[src/rtl/esr_pkg.sv]
package esr_pkg;
   localparam int ELEM_W = 64;
   localparam int HALF_W = 32;

   typedef logic [ELEM_W-1:0] elem_t;

   typedef struct packed {
      logic  last;
      elem_t data;
   } slot_t;

   typedef enum logic [1:0] {
      ST_IDLE  = 2'd0,
      ST_RUN   = 2'd1,
      ST_FLUSH = 2'd2
   } phase_t;
endpackage

[src/rtl/esr_fifo.sv]
module esr_fifo
   import esr_pkg::*;
#(
   parameter int DEPTH = 64
) (
   input  logic                       clk,
   input  logic                       rst_n,
   input  logic                       push_i,
   input  slot_t                      din_i,
   input  logic                       pop_i,
   output slot_t                      dout_o,
   output logic                       empty_o,
   output logic [$clog2(DEPTH+1)-1:0] count_o
);
   localparam int AW   = (DEPTH > 1) ? $clog2(DEPTH) : 1;
   localparam int CW   = $clog2(DEPTH + 1);
   localparam bit POW2 = ((1 << AW) == DEPTH);

   slot_t          store [DEPTH];
   logic [AW-1:0]  wr_q, rd_q, wr_nxt, rd_nxt;
   logic [CW-1:0]  cnt_q;

   generate
      if (POW2) begin : g_wrap_free
         assign wr_nxt = wr_q + AW'(1);
         assign rd_nxt = rd_q + AW'(1);
      end else begin : g_wrap_cmp
         assign wr_nxt = (wr_q == AW'(DEPTH - 1)) ? '0 : wr_q + AW'(1);
         assign rd_nxt = (rd_q == AW'(DEPTH - 1)) ? '0 : rd_q + AW'(1);
      end
   endgenerate

   always_ff @(posedge clk) begin
      if (push_i) store[wr_q] <= din_i;
   end

   always_ff @(posedge clk or negedge rst_n) begin
      if (!rst_n) begin
         wr_q  <= '0;
         rd_q  <= '0;
         cnt_q <= '0;
      end else begin
         if (push_i) wr_q <= wr_nxt;
         if (pop_i)  rd_q <= rd_nxt;
         case ({push_i, pop_i})
            2'b10:   cnt_q <= cnt_q + CW'(1);
            2'b01:   cnt_q <= cnt_q - CW'(1);
            default: cnt_q <= cnt_q;
         endcase
      end
   end

   assign dout_o  = store[rd_q];
   assign empty_o = (cnt_q == '0);
   assign count_o = cnt_q;

   AST_FIFO_NO_OVERFLOW: assert property (@(posedge clk) disable iff (!rst_n)
      push_i |-> (cnt_q < CW'(DEPTH)) || pop_i);
   AST_FIFO_NO_UNDERFLOW: assert property (@(posedge clk) disable iff (!rst_n)
      pop_i |-> !empty_o);
endmodule

[src/rtl/esr_issue.sv]
module esr_issue #(
   parameter int ADDR_W = 32,
   parameter int CNT_W  = 16,
   parameter int DEPTH  = 64,
   parameter int STEP   = 8
) (
   input  logic                       clk,
   input  logic                       rst_n,
   input  logic                       launch_i,
   input  logic [ADDR_W-1:0]          base_i,
   input  logic [CNT_W-1:0]           limit_i,
   input  logic                       active_i,
   input  logic                       halt_i,
   input  logic                       resp_i,
   input  logic [$clog2(DEPTH+1)-1:0] buf_cnt_i,
   output logic                       req_o,
   output logic [ADDR_W-1:0]          addr_o,
   output logic [$clog2(DEPTH+1)-1:0] pend_o
);
   localparam int CW = $clog2(DEPTH + 1);
   localparam logic [CW:0] CAP = (CW+1)'(DEPTH);

   logic [CNT_W-1:0]  issued_q;
   logic [ADDR_W-1:0] addr_q;
   logic [CW-1:0]     pend_q;
   logic [CW:0]       used;
   logic              room;

   assign used  = {1'b0, pend_q} + {1'b0, buf_cnt_i};
   assign room  = (used < CAP);
   assign req_o = active_i && !halt_i && (issued_q < limit_i) && room;

   always_ff @(posedge clk or negedge rst_n) begin
      if (!rst_n) begin
         issued_q <= '0;
         addr_q   <= '0;
      end else if (launch_i) begin
         issued_q <= '0;
         addr_q   <= base_i;
      end else if (req_o) begin
         issued_q <= issued_q + CNT_W'(1);
         addr_q   <= addr_q + ADDR_W'(STEP);
      end
   end

   always_ff @(posedge clk or negedge rst_n) begin
      if (!rst_n) begin
         pend_q <= '0;
      end else begin
         case ({req_o, resp_i})
            2'b10:   pend_q <= pend_q + CW'(1);
            2'b01:   pend_q <= pend_q - CW'(1);
            default: pend_q <= pend_q;
         endcase
      end
   end

   assign addr_o = addr_q;
   assign pend_o = pend_q;

   AST_CREDIT_BOUND: assert property (@(posedge clk) disable iff (!rst_n)
      ({1'b0, pend_q} + {1'b0, buf_cnt_i}) <= CAP);
   AST_RESP_EXPECTED: assert property (@(posedge clk) disable iff (!rst_n)
      resp_i |-> (pend_q != '0));
endmodule

[src/rtl/esr_filter.sv]
module esr_filter
   import esr_pkg::*;
#(
   parameter int          CNT_W  = 16,
   parameter logic [31:0] MARKER = 32'h7000_0000
) (
   input  logic             clk,
   input  logic             rst_n,
   input  logic             launch_i,
   input  logic [CNT_W-1:0] limit_i,
   input  logic             resp_i,
   input  elem_t            rdata_i,
   output logic             push_o,
   output slot_t            slot_o,
   output logic             seen_o
);
   logic [CNT_W-1:0] ret_q;
   logic             seen_q;
   logic             hit, at_end;

   assign hit    = (rdata_i[HALF_W-1:0] == MARKER);
   assign at_end = (ret_q == limit_i - CNT_W'(1));
   assign push_o = resp_i && !seen_q;

   assign slot_o.data = rdata_i;
   assign slot_o.last = hit || at_end;

   always_ff @(posedge clk or negedge rst_n) begin
      if (!rst_n) begin
         ret_q  <= '0;
         seen_q <= 1'b0;
      end else if (launch_i) begin
         ret_q  <= '0;
         seen_q <= 1'b0;
      end else if (push_o) begin
         ret_q <= ret_q + CNT_W'(1);
         if (slot_o.last) seen_q <= 1'b1;
      end
   end

   assign seen_o = seen_q;

   AST_IDX_BOUND: assert property (@(posedge clk) disable iff (!rst_n)
      push_o |-> (ret_q < limit_i));
endmodule

[src/rtl/esr_reader.sv]
module esr_reader
   import esr_pkg::*;
#(
   parameter int          ADDR_W = 32,
   parameter int          CNT_W  = 16,
   parameter int          DEPTH  = 64,
   parameter int          STEP   = 8,
   parameter logic [31:0] MARKER = 32'h7000_0000
) (
   input  logic              clk,
   input  logic              rst_n,
   input  logic              start_i,
   input  logic [ADDR_W-1:0] base_addr_i,
   input  logic [CNT_W-1:0]  max_count_i,
   output logic              rd_req_o,
   output logic [ADDR_W-1:0] rd_addr_o,
   input  logic              rd_rvalid_i,
   input  logic [63:0]       rd_rdata_i,
   output logic              out_valid_o,
   output logic [63:0]       out_data_o,
   output logic              out_last_o,
   input  logic              out_ready_i,
   output logic              busy_o,
   output logic              done_o
);
   localparam int CW = $clog2(DEPTH + 1);

   generate
      if (DEPTH < 2) begin : g_bad_depth
         $error("esr_reader: DEPTH must be at least 2");
      end
      if (STEP < 1) begin : g_bad_step
         $error("esr_reader: STEP must be positive");
      end
      if (CNT_W < 1 || ADDR_W < 1) begin : g_bad_width
         $error("esr_reader: widths must be positive");
      end
   endgenerate

   phase_t           phase_q;
   logic [CNT_W-1:0] limit_q;
   logic             done_q;
   logic             launch, pop, active;
   logic             push, seen, empty;
   slot_t            in_slot, head;
   logic [CW-1:0]    buf_cnt, pend;

   assign launch = start_i && (phase_q == ST_IDLE);
   assign active = (phase_q == ST_RUN);
   assign pop    = out_valid_o && out_ready_i;

   esr_issue #(
      .ADDR_W (ADDR_W),
      .CNT_W  (CNT_W),
      .DEPTH  (DEPTH),
      .STEP   (STEP)
   ) u_issue (
      .clk       (clk),
      .rst_n     (rst_n),
      .launch_i  (launch),
      .base_i    (base_addr_i),
      .limit_i   (limit_q),
      .active_i  (active),
      .halt_i    (seen),
      .resp_i    (rd_rvalid_i),
      .buf_cnt_i (buf_cnt),
      .req_o     (rd_req_o),
      .addr_o    (rd_addr_o),
      .pend_o    (pend)
   );

   esr_filter #(
      .CNT_W  (CNT_W),
      .MARKER (MARKER)
   ) u_filter (
      .clk      (clk),
      .rst_n    (rst_n),
      .launch_i (launch),
      .limit_i  (limit_q),
      .resp_i   (rd_rvalid_i),
      .rdata_i  (rd_rdata_i),
      .push_o   (push),
      .slot_o   (in_slot),
      .seen_o   (seen)
   );

   esr_fifo #(
      .DEPTH (DEPTH)
   ) u_fifo (
      .clk     (clk),
      .rst_n   (rst_n),
      .push_i  (push),
      .din_i   (in_slot),
      .pop_i   (pop),
      .dout_o  (head),
      .empty_o (empty),
      .count_o (buf_cnt)
   );

   always_ff @(posedge clk or negedge rst_n) begin
      if (!rst_n) begin
         phase_q <= ST_IDLE;
         limit_q <= '0;
         done_q  <= 1'b0;
      end else begin
         done_q <= 1'b0;
         unique case (phase_q)
            ST_IDLE: begin
               if (start_i) begin
                  limit_q <= max_count_i;
                  phase_q <= (max_count_i == '0) ? ST_FLUSH : ST_RUN;
               end
            end
            ST_RUN: begin
               if (pop && head.last) phase_q <= ST_FLUSH;
            end
            ST_FLUSH: begin
               if (pend == '0) begin
                  done_q  <= 1'b1;
                  phase_q <= ST_IDLE;
               end
            end
            default: phase_q <= ST_IDLE;
         endcase
      end
   end

   assign out_valid_o = !empty;
   assign out_data_o  = head.data;
   assign out_last_o  = head.last;
   assign busy_o      = (phase_q != ST_IDLE);
   assign done_o      = done_q;

   AST_DONE_ONE_CYCLE: assert property (@(posedge clk) disable iff (!rst_n)
      done_o |=> !done_o);
   AST_DONE_DRAINED: assert property (@(posedge clk) disable iff (!rst_n)
      done_o |-> (pend == '0) && !out_valid_o);
   AST_HOLD_OUT: assert property (@(posedge clk) disable iff (!rst_n)
      (out_valid_o && !out_ready_i) |=> out_valid_o && $stable(out_data_o));
   AST_IDLE_NO_DATA: assert property (@(posedge clk) disable iff (!rst_n)
      (phase_q == ST_IDLE) |-> !rd_rvalid_i || !push);
endmodule

[config.mk]
export PLATFORM = sky130hd
export DESIGN_NAME = esr_reader
export DESIGN_NICKNAME = d
export VERILOG_FILES = /design/src/rtl/esr_pkg.sv /design/src/rtl/esr_fifo.sv /design/src/rtl/esr_issue.sv /design/src/rtl/esr_filter.sv /design/src/rtl/esr_reader.sv
export SDC_FILE = /design/constraint.sdc
export NUM_CORES = 2
export LEC_CHECK = 0
export BUFFER_PORTS_ARGS = -buffer_cell sky130_fd_sc_hd__buf_4
export CORE_MARGIN = 2
export CORE_UTILIZATION = 47
export CTS_CLUSTER_SIZE = 40
export DETAILED_ROUTE_END_ITERATION = 10
export MAX_ROUTING_LAYER = met4
export PLACE_DENSITY = 0.67
export SETUP_SLACK_MARGIN = 0.1
export SYNTH_ARGS = -nofsm -noshare
export SYNTH_HDL_FRONTEND = slang
export SYNTH_MEMORY_MAX_BITS = 65536
export SYNTH_SLANG_ARGS = --single-unit
[constraint.sdc]
create_clock -name clk -period 15.2 [get_ports clk]
set_input_delay 0 -clock clk [delete_from_list [all_inputs] [get_ports clk]]
set_output_delay 0 -clock clk [all_outputs]
set_load 0.02 [all_outputs]
-- Word level (Yosys, flattened, before mapping)
Memories as Yosys holds them, arrays and structs flattened.
Index checks and enable logic that the tools add are counted.
- register bits after elaboration: 110
- output and inout port bits: 101
- memories: 1
- memory bits (writable): 4160
- memories (memory ; depth ; width ; rd ports ; clocked after memory_dff ; write ports ; line ; RTL):
    u_fifo.store ; 64 ; 65 ; 1 ; 0 ; 1 ; esr_fifo.sv:19 ; slot_t store [DEPTH];
- magnitude comparators: 2
- reductions and logical operators: 23
- equal/unequal tests: 11
- multiplexer cells: 20
- $add $sub $neg: 11
- operators by type and width (kind ; number):
    $mux 16 ; 4
    $mux 32 ; 2
    $add 16x1->16 const B ; 2
    $add 32x4->32 const B ; 1
    $eq 32x31->1 const B ; 1
    $pmux 7 s2 ; 2
    $eq 16x16->1 ; 1
    $logic_not 16->1 ; 1
    $lt 16x16->1 ; 1
    $sub 16x1->16 const B ; 1
    $add 7x1->7 const B ; 2
    $logic_not 7->1 ; 2
    $sub 7x1->7 const B ; 2
    $add 6x1->6 const B ; 2
    $reduce_bool 2->1 ; 6
    $add 7x7->8 ; 1
    $lt 8x7->1 const B ; 1
    $mux 2 ; 4
    $logic_and 1x1->1 ; 7
    $mux 1 ; 7
    $eq 2x1->1 const B ; 3
    $eq 2x2->1 const B ; 3
    $ne 2x2->1 const B ; 3
    $pmux 2 s3 ; 1
    other kinds (5) ; 7

-- Longest topological paths before layout
- depth in word-level cells: 6
- gate-level depth with buffers: 20

-- Hierarchy
From an unflattened synthesis, not the netlist that was laid out.
- cell total of the unflattened synthesis: 7927
- area total of the unflattened synthesis: 166621.1 sq um
- by module, submodules not included (module ; cells an instance ; area each (sq um) ; times used):
    esr_fifo ; 7183 ; 159934.6 ; 1
    esr_issue ; 449 ; 3880.0 ; 1
    esr_filter ; 237 ; 1954.4 ; 1
    esr_reader ; 58 ; 852.1 ; 1

-- Worst setup path before layout
OpenSTA, ideal clock, no wires.
- path kind: register to register
- from: register limit_q[6]
- to: memory u_fifo.store[0][64] in the netlist's numbering, data pin
- setup slack: 10205 ps
- arrival: 4294 ps
- required time: 14498 ps
- buffers on the path: 0
- stages on the path, launching flop included: 7
- library setup time: 702 ps
- period minus slack after synthesis: 4995 ps
- cells stage by stage: dfrtp_1 -> nor4_1 -> nand4_1 -> or4_1 -> nand2_1 -> nand4_1 -> o21ai_0
- RTL lines (element ; line ; RTL):
    from (decl) ; esr_reader.sv:41 ; logic [CNT_W-1:0] limit_q;
    from (signal assigned) ; esr_reader.sv:110 ; limit_q <= max_count_i;
    to (decl) ; esr_fifo.sv:19 ;

-- Worst setup path in the final report
- from: register u_fifo.rd_q[1]
- to: output out_data_o[61]
- longest elaborated chain between the ends: 1
- ends and longest elaborated chain (element ; line ; RTL):
    from (decl) ; esr_fifo.sv:20 ; logic [AW-1:0] wr_q, rd_q, wr_nxt, rd_nxt;
    from (signal assigned) ; esr_fifo.sv:44 ; if (pop_i) rd_q <= rd_nxt;
    $mem_v2 64x65 ; -- ;
    to (decl) ; esr_reader.sv:20 ; output logic [63:0] out_data_o,
No other way between the ends.

==> results.sh <==
export IMPL_async_flop_share_pct=2.576
export IMPL_globalRouteTotalUtil_pct=25.38
export IMPL_cp_slowest_cell="dfrtp_4"
export IMPL_ys_top_cells_by_count="edfxtp_1, mux4_2, buf_2"
export IMPL_synth_area_leaders="edfxtp_1, mux4_2, dfrtp_1, buf_2, ha_1"
export IMPL_fin_skew_ns=0.03400
export IMPL_pwr_share_clk_pct=29.6
export IMPL_synth_edf_count=4160
export IMPL_synth_top_area_share_pct=75.92
export IMPL_min_from="rd_rdata_i[12]"
export IMPL_yosys_cell_types_count=60
export IMPL_run_status="finished clean"
export IMPL_synth_main_ff_cell="edfxtp_1"
export IMPL_cts_tree="built"
export IMPL_ys_ff_latch=4270
export IMPL_p_seq_share_pct=41.2
export IMPL_cp_startpoint="u_fifo.rd_q[1]"
export IMPL_die_w_um=595.7
export IMPL_setup_tns_ns=0
export IMPL_clock_sinks=4270
export IMPL_ctsResizeCount=0
export IMPL_htree_levels=5
export IMPL_slowest_delay_ns=1.03
export IMPL_cts_made_buffers=421
export IMPL_hold_path_class="in2reg"
export IMPL_crit_family="buffers and inverters"
export IMPL_syn_area_per_cell_um2=24.11
export IMPL_cts_reportedPaths_clkPinSlew_ns=0.06
export IMPL_hold_viol=0
export IMPL_fmax_mhz=149.4
export IMPL_gp_congestion=0.8042
export IMPL_p_leak_nw=58.39
export IMPL_swShare_pct=29.42
export IMPL_critical_path_arrival_ns=6.69
export IMPL_drt_first_pass_iters=8
export IMPL_vias=80710
export IMPL_comb_power_share_pct=29.1
export IMPL_globalRoute_totalOverflow=0
export IMPL_area_growth_pct=13.94
export IMPL_path_cells="buf_4, buf_4, buf_4, mux4_2, mux4_2, mux4_2, buf_4"
export IMPL_worst_path_buf_inv=4
export IMPL_rsz0062_at_grt="false"
export IMPL_p_per_area_mw_per_mm2=178.7
export IMPL_grt_max_degree=158
export IMPL_p_int_mw=23.64
export IMPL_start_util_pct=47.16
export IMPL_post_route_util_pct=53.73
export IMPL_finish_net_count=7661
export IMPL_synth_cells=6825
export IMPL_worstSetupStartpointType="flop"
export IMPL_synth_area_mm2=0.1645
export IMPL_synth_warning_count=0
export IMPL_dp_hpwl_um=214100
export IMPL_required_ns=15.20
export IMPL_num_rows=217
export IMPL_drtIter0Drc=12730
export IMPL_drt_total_wl_um=439600
export IMPL_drtAntennaViolNets=0
export IMPL_drv_slew=0
export IMPL_rr_startpoint="u_filter.seen_o"
export IMPL_grt_pass1_wl_um=614900
export IMPL_core_area_mm2=0.3489
export IMPL_dpl_instance_area_mm2=0.1723
export IMPL_drive_gt1_share_pct=30.24
export IMPL_chipHeight_um=595.7
export IMPL_worstSkewPairLatency_ns=0.99
export IMPL_grt_pass1_vias=80360
export IMPL_cpMostUsedCell="buf_4"
export IMPL_clockBufferDepth=4
export IMPL_crit_fanout=71
export IMPL_fin_crit_ns=6.694
export IMPL_cp_end_kind="output pin"
export IMPL_port_buffers=217
export IMPL_fin_crit_sh_pct=44.04
export IMPL_io_pins=218
export IMPL_setup_viol_count_final=0
export IMPL_dieArea_mm2=0.3548
export IMPL_switching_power_mw=9.856
export IMPL_maxCapViolCount=0
export IMPL_post_synth_top_count_cell="edfxtp_1"
export IMPL_wl_per_cell_um=35.29
export IMPL_drc_errors=0
export IMPL_vias_per_cell=6.478
export IMPL_antenna_found_initial=23
export IMPL_clock_root_buffer="clkbuf_16"
export IMPL_synth_nets=6983
export IMPL_final_area_mm2=0.1875
export IMPL_yosys_area_top_type="edfxtp_1"
export IMPL_worstMarginPinSlew_ns=1.440
export IMPL_ir_drop_mv=0.1749
export IMPL_crit_type="reg2out"
export IMPL_seq_area_frac_synth_pct=77.60
export IMPL_max_slew_margin_pct=3.767
[power groups by stage]
stage / sequential [mW] / clock (mW) / combinational [mW]
floorplan: 13.9 / 0 / 6.76
global placement: 14.0 / 0 / 9.63
detailed placement: 14.0 / 0 / 9.73
CTS: 13.8 / 10.0 / 9.86
global route: 13.8 / 10.5 / 10.3
finish: 13.8 / 9.93 / 9.76
[logic make-up after synthesis]
family	count (synthesis)	share of synthesized area [%]
adder cells (fa/ha/maj)	41	0.3209
AND/OR/NAND/NOR	442	1.335
buffers and inverters	396	1.088
XOR/XNOR	65	0.3551
multiplexers	1378	18.44
flip-flops	4270	77.60
AO/OA/AOI/OAI	233	0.8692
[through the flow]
step	hold slack, ns	setup slack [ns]	total power [mW]	std cells
2_1_floorplan	-0.2956	10.20	20.64	6825
3_3_place_gp	0.04444	9.551	23.65	11460
3_5_place_dp	0.05424	9.505	23.77	11460
4_1_cts	0.05576	8.472	33.70	12440
5_1_grt	0.1088	8.250	34.63	12460
6_report	0.07008	8.506	33.50	12460
[layout make-up]
class,instances,area [µm²]
antenna,16,40.04
clock buffer,524,11100
clock inverter,239,1869
fill,25500,161400
inverter,43,161.4
multi-input combinational,2159,35580
sequential,4270,127700
tap,4599,5754
timing repair buffer,608,5270
[state kept, by name, summed over array words and instances, names as in the netlist]
name              flops
u_issue.pend_o        7
u_fifo.wr_q           6
phase_q               2
u_issue.issued_q     16
u_filter.ret_q       16
u_fifo.rd_q           6
u_fifo.count_o        7
u_issue.addr_o       32
limit_q              16
u_fifo.store       4160
u_filter.seen_o       1
done_o                1
[what timing repair did]
item,4_1_cts,5_1_grt
hold buffers,215,0
endpoints found under the hold margin,4302,0
setup endpoints to repair,0,0
buffers inserted,0,0
[worst paths after layout]
| path | endpoint | slack (ns) | cells past startpoint |
|---|---|---|---|
| max in group asynchronous | u_issue.addr_o[25] | 14.06 | 4 |
| min in group asynchronous | u_issue.issued_q[15] | 0.13 | 4 |
| max | out_data_o[61] | 8.51 | 7 |
| min reg2reg | u_issue.addr_o[2] | 0.50 | 2 |
| min | u_fifo.store[3][12] | 0.07 | 2 |
| max reg2reg | u_fifo.store[59][61] | 9.84 | 8 |
[layer usage]
metal	GRT usage (%)	share of wire [%]	vias up
met5	-	0	-
met4	8.166	3.4	0
met3	3.836	9.9	865
met2	39.40	49	4928
met1	34.99	38	44070
li1	-	-	30840
[cells in the final DEF, fill, tap and decap left out, types with 37 or more instances in the layout]
cell,netlist,final
edfxtp_1,4160,4160
mux4_2,1321,1321
clkbuf_16,0,429
buf_4,6,381
dlygate4sd3_1,0,214
nand2_1,109,108
clkinv_1,2,107
dfrtp_1,110,104
clkbuf_1,108,94
clkinv_2,0,76
a21oi_1,69,69
nor2_4,0,64
nor2_1,124,60
o21ai_0,53,52
mux2i_1,48,48
inv_1,41,41
nor2b_1,41,41
ha_1,39,39
a211oi_1,38,38
nand3_1,37,37
Power figures use the tool's default switching activity.
